### config.mk
export PLATFORM = sky130hd
export DESIGN_NAME = initblk_fetch
export DESIGN_NICKNAME = d
export VERILOG_FILES = /design/src/rtl/initblk_pkg.sv /design/src/rtl/initblk_seq.sv /design/src/rtl/initblk_regs.sv /design/src/rtl/initblk_status.sv /design/src/rtl/initblk_fetch.sv
export SDC_FILE = /design/constraint.sdc
export NUM_CORES = 1
export LEC_CHECK = 0
export ABC_AREA = 1
export BUFFER_PORTS_ARGS = -buffer_cell sky130_fd_sc_hd__buf_2
export CORE_MARGIN = 2
export CORE_UTILIZATION = 35
export CTS_CLUSTER_SIZE = 28
export DETAILED_ROUTE_END_ITERATION = 16
export PLACE_DENSITY = 0.65
export SYNTH_ARGS = -nofsm -noshare
export SYNTH_HDL_FRONTEND = slang
export SYNTH_SLANG_ARGS = --single-unit
### constraint.sdc
create_clock -name clk -period 2.55 [get_ports clk]
set_input_delay 0.255 -clock clk [delete_from_list [all_inputs] [get_ports clk]]
set_output_delay 0.255 -clock clk [all_outputs]
set_load 0.01 [all_outputs]
### src/rtl/initblk_pkg.sv
// Shared constants and types for the initialization block fetch sequencer.
// Assumes a five-word parameter block of bus-width words.
package initblk_pkg;
    localparam int IB_WORDS = 5;
    localparam int IB_IDX_W = $clog2(IB_WORDS);

    // Word indices inside the parameter block (also the direct-write selects)
    localparam int WI_MODE = 0;
    localparam int WI_RXLO = 1;
    localparam int WI_RXHI = 2;
    localparam int WI_TXLO = 3;
    localparam int WI_TXHI = 4;

    typedef enum logic [1:0] {
        SQ_IDLE  = 2'd0,
        SQ_FETCH = 2'd1,
        SQ_FIN   = 2'd2
    } seq_state_e;
endpackage

### src/rtl/initblk_seq.sv
// Fetch sequencer: walks the parameter block one word per acknowledge.
// It drives the memory read port and produces load strobes for the
// register bank. It assumes the memory holds its data valid in the cycle
// in which it asserts mem_ack. A stop aborts from any state.
module initblk_seq
    import initblk_pkg::*;
#(
    parameter int ADDR_W = 24,
    parameter int DATA_W = 16
) (
    input  logic                clk,
    input  logic                rst_n,
    input  logic                cmd_init,
    input  logic                cmd_stop,
    input  logic [ADDR_W-1:0]   base_addr,
    input  logic                mem_ack,
    output logic                mem_req,
    output logic [ADDR_W-1:0]   mem_addr,
    output logic                ld_en,
    output logic [IB_IDX_W-1:0] ld_idx,
    output logic                finish,
    output logic                busy
);
    localparam int STEP = DATA_W / 8;
    localparam logic [IB_IDX_W-1:0] LAST_IDX = IB_IDX_W'(IB_WORDS - 1);

    seq_state_e          st_q;
    logic [ADDR_W-1:0]   addr_q;
    logic [IB_IDX_W-1:0] idx_q;

    // State, word index and address progression
    always_ff @(posedge clk) begin
        if (!rst_n) begin
            st_q   <= SQ_IDLE;
            addr_q <= '0;
            idx_q  <= '0;
        end else if (cmd_stop) begin
            st_q <= SQ_IDLE;
        end else begin
            case (st_q)
                SQ_IDLE: begin
                    if (cmd_init) begin
                        addr_q <= base_addr;
                        idx_q  <= '0;
                        st_q   <= SQ_FETCH;
                    end
                end
                SQ_FETCH: begin
                    if (mem_ack) begin
                        if (idx_q == LAST_IDX) begin
                            st_q <= SQ_FIN;
                        end else begin
                            idx_q  <= idx_q + 1'b1;
                            addr_q <= addr_q + ADDR_W'(STEP);
                        end
                    end
                end
                default: st_q <= SQ_IDLE;
            endcase
        end
    end

    // Read port and load strobes derived from the state
    always_comb begin
        mem_req  = (st_q == SQ_FETCH);
        mem_addr = addr_q;
        ld_en    = mem_req && mem_ack && !cmd_stop;
        ld_idx   = idx_q;
        finish   = (st_q == SQ_FIN) && !cmd_stop;
        busy     = (st_q != SQ_IDLE);
    end
endmodule

### src/rtl/initblk_regs.sv
// Parameter register bank: one register per block word. Each register is
// written by the fetch or by a direct write while the sequencer is idle.
// It assumes a fetch load and a direct write never need to land in the
// same cycle; the fetch wins.
module initblk_regs
    import initblk_pkg::*;
#(
    parameter int ADDR_W = 24,
    parameter int DATA_W = 16
) (
    input  logic                       clk,
    input  logic                       rst_n,
    input  logic                       busy,
    input  logic                       ld_en,
    input  logic [IB_IDX_W-1:0]        ld_idx,
    input  logic [DATA_W-1:0]          ld_data,
    input  logic                       dw_en,
    input  logic [IB_IDX_W-1:0]        dw_sel,
    input  logic [DATA_W-1:0]          dw_data,
    output logic [DATA_W-1:0]          mode_word,
    output logic [ADDR_W-1:0]          rx_base,
    output logic [ADDR_W-1:0]          tx_base,
    output logic [DATA_W-(ADDR_W-DATA_W)-1:0] rx_len,
    output logic [DATA_W-(ADDR_W-DATA_W)-1:0] tx_len
);
    localparam int HI_W  = ADDR_W - DATA_W;
    localparam int LEN_W = DATA_W - HI_W;

    logic                wr_en;
    logic [IB_IDX_W-1:0] wr_idx;
    logic [DATA_W-1:0]   wr_data;
    logic [DATA_W-1:0]   word_bus [IB_WORDS];

    // Write port arbitration: the fetch owns the bank while busy
    always_comb begin
        wr_en   = ld_en || (dw_en && !busy);
        wr_idx  = ld_en ? ld_idx  : dw_sel;
        wr_data = ld_en ? ld_data : dw_data;
    end

    for (genvar gi = 0; gi < IB_WORDS; gi++) begin : g_word
        logic [DATA_W-1:0] q;
        // One block word register
        always_ff @(posedge clk) begin
            if (!rst_n) begin
                q <= '0;
            end else if (wr_en && (wr_idx == IB_IDX_W'(gi))) begin
                q <= wr_data;
            end
        end
        assign word_bus[gi] = q;
    end

    // Field extraction from the stored words
    always_comb begin
        mode_word = word_bus[WI_MODE];
        rx_base   = {word_bus[WI_RXHI][HI_W-1:0], word_bus[WI_RXLO]};
        tx_base   = {word_bus[WI_TXHI][HI_W-1:0], word_bus[WI_TXLO]};
        rx_len    = word_bus[WI_RXHI][DATA_W-1 -: LEN_W];
        tx_len    = word_bus[WI_TXHI][DATA_W-1 -: LEN_W];
    end
endmodule

### src/rtl/initblk_status.sv
// Status logic: the sticky init-done flag, the interrupt request and the
// run state. The run state holds back a start that arrives before the
// fetch has finished. It assumes finish is a one-cycle pulse.
module initblk_status (
    input  logic clk,
    input  logic rst_n,
    input  logic finish,
    input  logic busy,
    input  logic cmd_init,
    input  logic cmd_start,
    input  logic cmd_stop,
    input  logic done_clr,
    input  logic int_en,
    output logic init_done,
    output logic irq,
    output logic running
);
    logic done_q;
    logic run_q;
    logic pend_q;
    logic defer;

    // A start must wait when a fetch is active or is being launched now
    assign defer = busy || cmd_init;

    // Sticky init-done flag, set wins over clear
    always_ff @(posedge clk) begin
        if (!rst_n) begin
            done_q <= 1'b0;
        end else if (finish) begin
            done_q <= 1'b1;
        end else if (done_clr) begin
            done_q <= 1'b0;
        end
    end

    // Run state with a held start released by finish
    always_ff @(posedge clk) begin
        if (!rst_n || cmd_stop) begin
            run_q  <= 1'b0;
            pend_q <= 1'b0;
        end else if (finish && (pend_q || cmd_start)) begin
            run_q  <= 1'b1;
            pend_q <= 1'b0;
        end else if (cmd_start) begin
            if (defer) begin
                pend_q <= 1'b1;
            end else begin
                run_q <= 1'b1;
            end
        end
    end

    // Output mapping
    always_comb begin
        init_done = done_q;
        irq       = done_q && int_en;
        running   = run_q;
    end
endmodule

### src/rtl/initblk_fetch.sv
// Top of the initialization block fetch sequencer. It assembles the block
// pointer from its two halves and ties the sequencer, the register bank
// and the status logic together. Commands are one-cycle pulses and the
// reset is synchronous and active low.
module initblk_fetch
    import initblk_pkg::*;
#(
    parameter int ADDR_W = 24,
    parameter int DATA_W = 16
) (
    input  logic                       clk,
    input  logic                       rst_n,
    input  logic                       cmd_init,
    input  logic                       cmd_start,
    input  logic                       cmd_stop,
    input  logic                       done_clr,
    input  logic                       int_en,
    input  logic [DATA_W-1:0]          ptr_lo,
    input  logic [ADDR_W-DATA_W-1:0]   ptr_hi,
    input  logic                       dw_en,
    input  logic [IB_IDX_W-1:0]        dw_sel,
    input  logic [DATA_W-1:0]          dw_data,
    output logic                       mem_req,
    output logic [ADDR_W-1:0]          mem_addr,
    input  logic                       mem_ack,
    input  logic [DATA_W-1:0]          mem_rdata,
    output logic [DATA_W-1:0]          mode_word,
    output logic [ADDR_W-1:0]          rx_base,
    output logic [ADDR_W-1:0]          tx_base,
    output logic [2*DATA_W-ADDR_W-1:0] rx_len,
    output logic [2*DATA_W-ADDR_W-1:0] tx_len,
    output logic                       init_done,
    output logic                       irq,
    output logic                       running
);
    logic [ADDR_W-1:0]   base_addr;
    logic                ld_en;
    logic [IB_IDX_W-1:0] ld_idx;
    logic                finish;
    logic                busy;

    assign base_addr = {ptr_hi, ptr_lo};

    initblk_seq #(.ADDR_W(ADDR_W), .DATA_W(DATA_W)) u_seq (
        .clk       (clk),
        .rst_n     (rst_n),
        .cmd_init  (cmd_init),
        .cmd_stop  (cmd_stop),
        .base_addr (base_addr),
        .mem_ack   (mem_ack),
        .mem_req   (mem_req),
        .mem_addr  (mem_addr),
        .ld_en     (ld_en),
        .ld_idx    (ld_idx),
        .finish    (finish),
        .busy      (busy)
    );

    initblk_regs #(.ADDR_W(ADDR_W), .DATA_W(DATA_W)) u_regs (
        .clk       (clk),
        .rst_n     (rst_n),
        .busy      (busy),
        .ld_en     (ld_en),
        .ld_idx    (ld_idx),
        .ld_data   (mem_rdata),
        .dw_en     (dw_en),
        .dw_sel    (dw_sel),
        .dw_data   (dw_data),
        .mode_word (mode_word),
        .rx_base   (rx_base),
        .tx_base   (tx_base),
        .rx_len    (rx_len),
        .tx_len    (tx_len)
    );

    initblk_status u_stat (
        .clk       (clk),
        .rst_n     (rst_n),
        .finish    (finish),
        .busy      (busy),
        .cmd_init  (cmd_init),
        .cmd_start (cmd_start),
        .cmd_stop  (cmd_stop),
        .done_clr  (done_clr),
        .int_en    (int_en),
        .init_done (init_done),
        .irq       (irq),
        .running   (running)
    );
endmodule

-- Word level (Yosys, flattened, before mapping)
Index checks and enable logic that the tools add are counted.
- output and inout port bits: 108
- bits of input ports: 68
- bits in registers: 112
- logic and storage cells: 76
- add/subtract/negate cells: 2
- bitwise operators: 2
- muxes and demuxes: 19
- reduce and logical (&&, ||, !) cells: 30
- eq/ne operators: 12
- operator list (cell ; count):
    $mux W24 ; 3
    $pmux W24 S2 ; 1
    $add A24 B2 Y24 const B ; 1
    $mux W16 ; 1
    $mux W3 ; 4
    $logic_and A1 B1 Y1 ; 11
    $reduce_bool A2 Y1 ; 4
    $eq A3 B2 Y1 const B ; 2
    $eq A3 B3 Y1 const B ; 2
    $mux W2 ; 3
    $ne A2 B2 Y1 const B ; 3
    $pmux W3 S2 ; 1
    $mux W1 ; 5
    $reduce_and A5 Y1 ; 1
    $logic_or A1 B1 Y1 ; 4
    $ne A2 B1 Y1 const B ; 2
    $pmux W2 S2 ; 1
    $reduce_and A2 Y1 ; 2
    $reduce_or A2 Y1 ; 2
    $add A3 B1 Y3 const B ; 1
    $eq A3 B1 Y1 const B ; 1
    $logic_not A1 Y1 ; 3
    $logic_not A3 Y1 ; 1
    $reduce_and A3 Y1 ; 1
    4 further kinds ; 5

-- Depth between registers and ports, before layout
- depth in word-level cells: 6
- depth in mapped cells: 13
- gate-level depth less buffers: 13

-- Modules after synthesis
From an unflattened synthesis, not the netlist that was laid out.
- cells, all modules: 853
- area, all modules: 5875.6 sq um
- by module, submodules not included (module ; area an instance (sq um) ; cells an instance ; sequential area each (sq um) ; instances):
    initblk_regs ; 3738.6 ; 508 ; 1601.5 ; 1
    initblk_seq ; 1991.9 ; 322 ; 580.6 ; 1
    initblk_status ; 145.1 ; 23 ; 60.1 ; 1

-- Worst setup path after synthesis
OpenSTA, ideal clock, no wires.
- path kind: reg-to-reg
- from: register u_seq.addr_q[1], in the netlist u_seq.mem_addr[1]
- to: register u_seq.addr_q[21], in the netlist u_seq.mem_addr[21]
- required time: 2.418 ns
- setup time: 0.132 ns
- buffers on the path: 0
- period minus slack after synthesis: 1.565 ns
- path slack: 0.985 ns
- cell stages (with the launch flop): 11
- arrival: 1.433 ns
- cells stage by stage: dfxtp_1 > ha_1 > nand2_1 > nor2_1 > nand2_1 > nor2_1 > nand2_1 > nand2_1 > nand3_1 > nand2_1 > a21oi_1
- cells in the longest elaborated chain, start to end: 4
- RTL lines (element ; RTL line ; text):
    start, declared ; initblk_seq.sv:28 ; logic [ADDR_W-1:0] addr_q;
    start signal, assigned ; initblk_seq.sv:43 ; addr_q <= base_addr;
    start signal, assigned ; initblk_seq.sv:54 ; addr_q <= addr_q + ADDR_W'(STEP);
    $add A24 B2 Y24 ; initblk_seq.sv:54 ;
    $mux W24 ; initblk_seq.sv:50 ; if (idx_q == LAST_IDX) begin
    $mux W24 ; initblk_seq.sv:49 ; if (mem_ack) begin
    $pmux W24 S2 ; initblk_seq.sv:40 ; case (st_q)
Every way passes these cells. The select of a mux whose other input is x is not followed.
A chain may end at the register's enable or synchronous reset.

-- Worst setup path after layout
- from: register u_seq.st_q[0]
- to: register u_regs.g_word[2].q[12]
- cells in the longest elaborated chain, start to end: 6
- elaborated cells between the ends (all ways): 11
- those cells by class: eq/ne: 2; mux: 2; reduce/logical: 7
- RTL lines (element ; RTL line ; text):
    start, declared ; initblk_seq.sv:27 ; seq_state_e st_q;
    start signal, assigned ; initblk_seq.sv:34 ; st_q <= SQ_IDLE;
    start signal, assigned ; initblk_seq.sv:38 ; st_q <= SQ_IDLE;
    start signal, assigned ; initblk_seq.sv:45 ; st_q <= SQ_FETCH;
    $eq A2 B1 Y1 ; initblk_seq.sv:65 ; mem_req = (st_q == SQ_FETCH);
    $logic_and A1 B1 Y1 (2 in series) ; initblk_seq.sv:67 ; ld_en = mem_req && mem_ack && !cmd_stop;
    $mux W3 ; initblk_regs.sv:37 ; wr_idx = ld_en ? ld_idx : dw_sel;
    $eq A3 B2 Y1 ; initblk_regs.sv:47 ; end else if (wr_en && (wr_idx == IB_IDX_W'(gi))) begin
    $logic_and A1 B1 Y1 ; initblk_regs.sv:47 ;
    end signal, assigned ; initblk_regs.sv:48 ; q <= wr_data;
    end, declared ; initblk_regs.sv:42 ; logic [DATA_W-1:0] q;
Parallel ways exist; a longest one is shown, timed or not.

==> impl_metrics.toml <==
[placed_design]
routabilityCongestion = 0.839
dp_hpwl_mm = 11.8
numPortBuffers = 175

[sta]
maxClockFrequency_mhz = 474
timing.final.max_slew_violations = 0
fin_skew_ps = 7.72
rsz0062_at_grt = "no"
timing.max_slew.rel_slack = 0.451
final_min_period_over_clock_period = 0.828
minimum_period_implied_by_the_final_worst_setup_slack_ps = 2110
finalSetupViolations = 0
final_hold_viol_count = 0
actual_transition_at_the_worst_max_transition_pin_ps = 823
setup-tns-final_ps = 0
final.hold.worst_slack_ps = 139

[drt]
finalWirelength_mm = 16.3
wire_per_inst_um = 14.6
avgViaCountPerCell = 4.86
ant_nets = 0
detail_route.first_pass.iterations = 5
vias = 5405
drc = 0
first_iter_violations = 383

[worst_setup_path]
reg2regPathDepth = 10
master_of_the_slowest_instance_on_the_critical_path = "sky130_fd_sc_hd__dfxtp_1"
worst-r2r-setup-slack_ps = 440
worst_ep_arrival_time_ps = 2410
timing.critical_path.from_type = "flip-flop"
crit_path_cell_trace = "inv_2 -> nor2_4 -> nand2_4 -> nand2_1 -> o21ai_1 -> nor2_1 -> nand2_2 -> inv_2 -> nor2_1 -> nor2_1"
cp_max_fo = 27
critical-path-max-stage-delay_ps = 390
critPathCaptureType = "flip-flop"
worst_ep_required_time_ps = 2850
timing.critical_path.mode_cell = "sky130_fd_sc_hd__nor2_1"
crit_type = "reg2reg"

[global_route]
grt_util_all_layers = 0.208
grt_max_degree = 96
first_global_vias = 4805
antenna_violations_before_repair = 1
grt_first_pass_wirelength_mm = 26.0
overflow = 0

[cts]
cts_hold_buffers = 0
cts_htree_levels = 3
clock_tree.buffer_depth = 2
post_cts_resized = 0
clkLatencyLatePin_ps = 360
cts-buffers-inserted = 9
cts.clk_slew.worst_paths_ps = 80
clock_sinks = 112
clock-root-buffer = "sky130_fd_sc_hd__clkbuf_16"
setup_fix_bufs_post_cts = 0
clock_tree_from_tritoncts = "done"

[worst_hold_path]
worst_hold_path_type = "in2reg"
hold_path_depth = 4

[power]
max-vdd-ir-drop_uv = 292
power_density_nw_per_um2 = 608
leakage_power_uw = 0.00293

[logic_synthesis]
async_flop_share = 0
ys_ff_latch = 112
synthesized_netlist_net_count = 838
synth_cell_types = 28
ys.flop_type = "sky130_fd_sc_hd__dfxtp_1"
number_of_flops_mapped_to_enable_cells_by_yosys = 0
syn_area_um2 = 5080
post_synth_inst_count = 767
synth_sequential_area_ratio = 0.441
yosys_warnings = 0
syn-mean-instance-area_um2 = 6.63

[floorplanning]
row_count = 44
ioPinCount = 176
dieWidth_um = 125
initial_core_util = 0.354
core_area_um2 = 14400
fp.dieH_um = 125
die-area_um2 = 15500

[finish]
layout.core_utilization = 0.442
fillers = 1537
area_growth_syn_to_layout_pct = 24.9
fin_nets = 995
layout_cell_share_with_drive_strength_beyond_1 = 0.230
antenna_cells = 0

[flow_run]
maxCapViolations = 0

[status]
outcome = "finished, final reports clean"
-- power by group --
group / internal [uW] / switching [uW] / total (uW)
Sequential: 1830 / 72.6 / 1900
Clock: 687 / 723 / 1410
Combinational: 205 / 344 / 549
-- flip-flops by register name, indices dropped and copies added, names as in the netlist --
| register | flops |
|---|---|
| u_regs.g_word.q | 64 |
| u_seq.st_q | 2 |
| u_stat.init_done | 1 |
| u_seq.ld_idx | 3 |
| u_seq.mem_addr | 24 |
| u_regs.mode_word | 16 |
| u_stat.running | 1 |
| u_stat.pend_q | 1 |
-- cell type report --
type	count	area, um2	share of cell area
Clock buffer	9	225	0.0355
Clock inverter	7	62.6	0.00985
Inverter	51	191	0.0302
Multi-Input combinational cell	569	2480	0.390
Sequential cell	112	2240	0.353
Tap cell	184	230	0.0363
Timing Repair Buffer	181	921	0.145
-- kinds of logic (layout without fill, tap and decap cells) --
logic type / after synthesis / after routing / share of synthesized area
simple gates: 423 / 423 / 0.335
compound gates: 143 / 143 / 0.145
flops: 112 / 112 / 0.441
buf+inv: 86 / 248 / 0.0716
fa+ha+maj: 3 / 3 / 0.00739
-- cells in the final DEF (no fill, tap or decap) --
cell                         count
sky130_fd_sc_hd__a211oi_1        1
sky130_fd_sc_hd__a21oi_1        27
sky130_fd_sc_hd__and2_1          1
sky130_fd_sc_hd__buf_2         175
sky130_fd_sc_hd__buf_4           6
sky130_fd_sc_hd__clkbuf_16       9
sky130_fd_sc_hd__clkinv_2        1
sky130_fd_sc_hd__clkinvlp_4      2
sky130_fd_sc_hd__dfxtp_1       112
sky130_fd_sc_hd__ha_1            3
sky130_fd_sc_hd__inv_1          44
sky130_fd_sc_hd__inv_2           7
sky130_fd_sc_hd__inv_6           1
sky130_fd_sc_hd__inv_8           3
sky130_fd_sc_hd__nand2_1       136
sky130_fd_sc_hd__nand2_2         5
sky130_fd_sc_hd__nand2_4         1
sky130_fd_sc_hd__nand3_1        42
sky130_fd_sc_hd__nand4_1         5
sky130_fd_sc_hd__nor2_1        224
sky130_fd_sc_hd__nor2_2          1
sky130_fd_sc_hd__nor2_4          2
sky130_fd_sc_hd__nor3_1          5
sky130_fd_sc_hd__o211a_1         1
sky130_fd_sc_hd__o21a_1          2
sky130_fd_sc_hd__o21ai_0        85
sky130_fd_sc_hd__o21ai_1        21
sky130_fd_sc_hd__o21bai_1        1
sky130_fd_sc_hd__o22ai_1         5
sky130_fd_sc_hd__or2_2           1
-- worst paths after layout --
| kind | start | end |
|---|---|---|
| max | u_seq.st_q[0] | u_regs.g_word[2].q[12] |
| min | done_clr | u_stat.init_done |
| max reg2reg | u_seq.st_q[0] | u_regs.g_word[2].q[12] |
| min reg2reg | u_seq.mem_addr[0] | u_seq.mem_addr[0] |
-- metrics by stage --
step                setup WS, ps  cells  total power (uW)  instance area [um2]
finish                       439   1113              3860                 6350
CTS                          460   1113              3890                 6350
global route                 139   1113              4050                 6350
global placement             547   1097              2490                 6060
floorplan                    985    767              2260                 5080
detailed placement           480   1097              2490                 6060
-- critical path, delay by kind of cell, from the launching register on --
kind | cells | cell delay (ps)
AND/OR/NAND/NOR | 7 | 1130
buffers and inverters | 2 | 430
flip-flops | 1 | 390
AO/OA/AOI/OAI | 1 | 80
-- metal layers --
layer,GRT usage,wire length (um)
met2,0.345,7610
met3,0.0580,1240
met1,0.265,7150
met5,0,16
met4,0.0582,239
-- synth_stat cells (7+ instances only) --
library cell	instances	share of area
sky130_fd_sc_hd__clkbuf_1	17	0.013
sky130_fd_sc_hd__o21ai_1	21	0.021
sky130_fd_sc_hd__inv_2	7	0.0052
sky130_fd_sc_hd__o21ai_0	85	0.084
sky130_fd_sc_hd__nor2_1	224	0.17
sky130_fd_sc_hd__dfxtp_1	112	0.44
sky130_fd_sc_hd__buf_2	9	0.0089
sky130_fd_sc_hd__a21oi_1	27	0.027
sky130_fd_sc_hd__inv_1	44	0.032
sky130_fd_sc_hd__nand3_1	42	0.041
sky130_fd_sc_hd__nand2_1	136	0.10
Power figures use the tool's default switching activity.
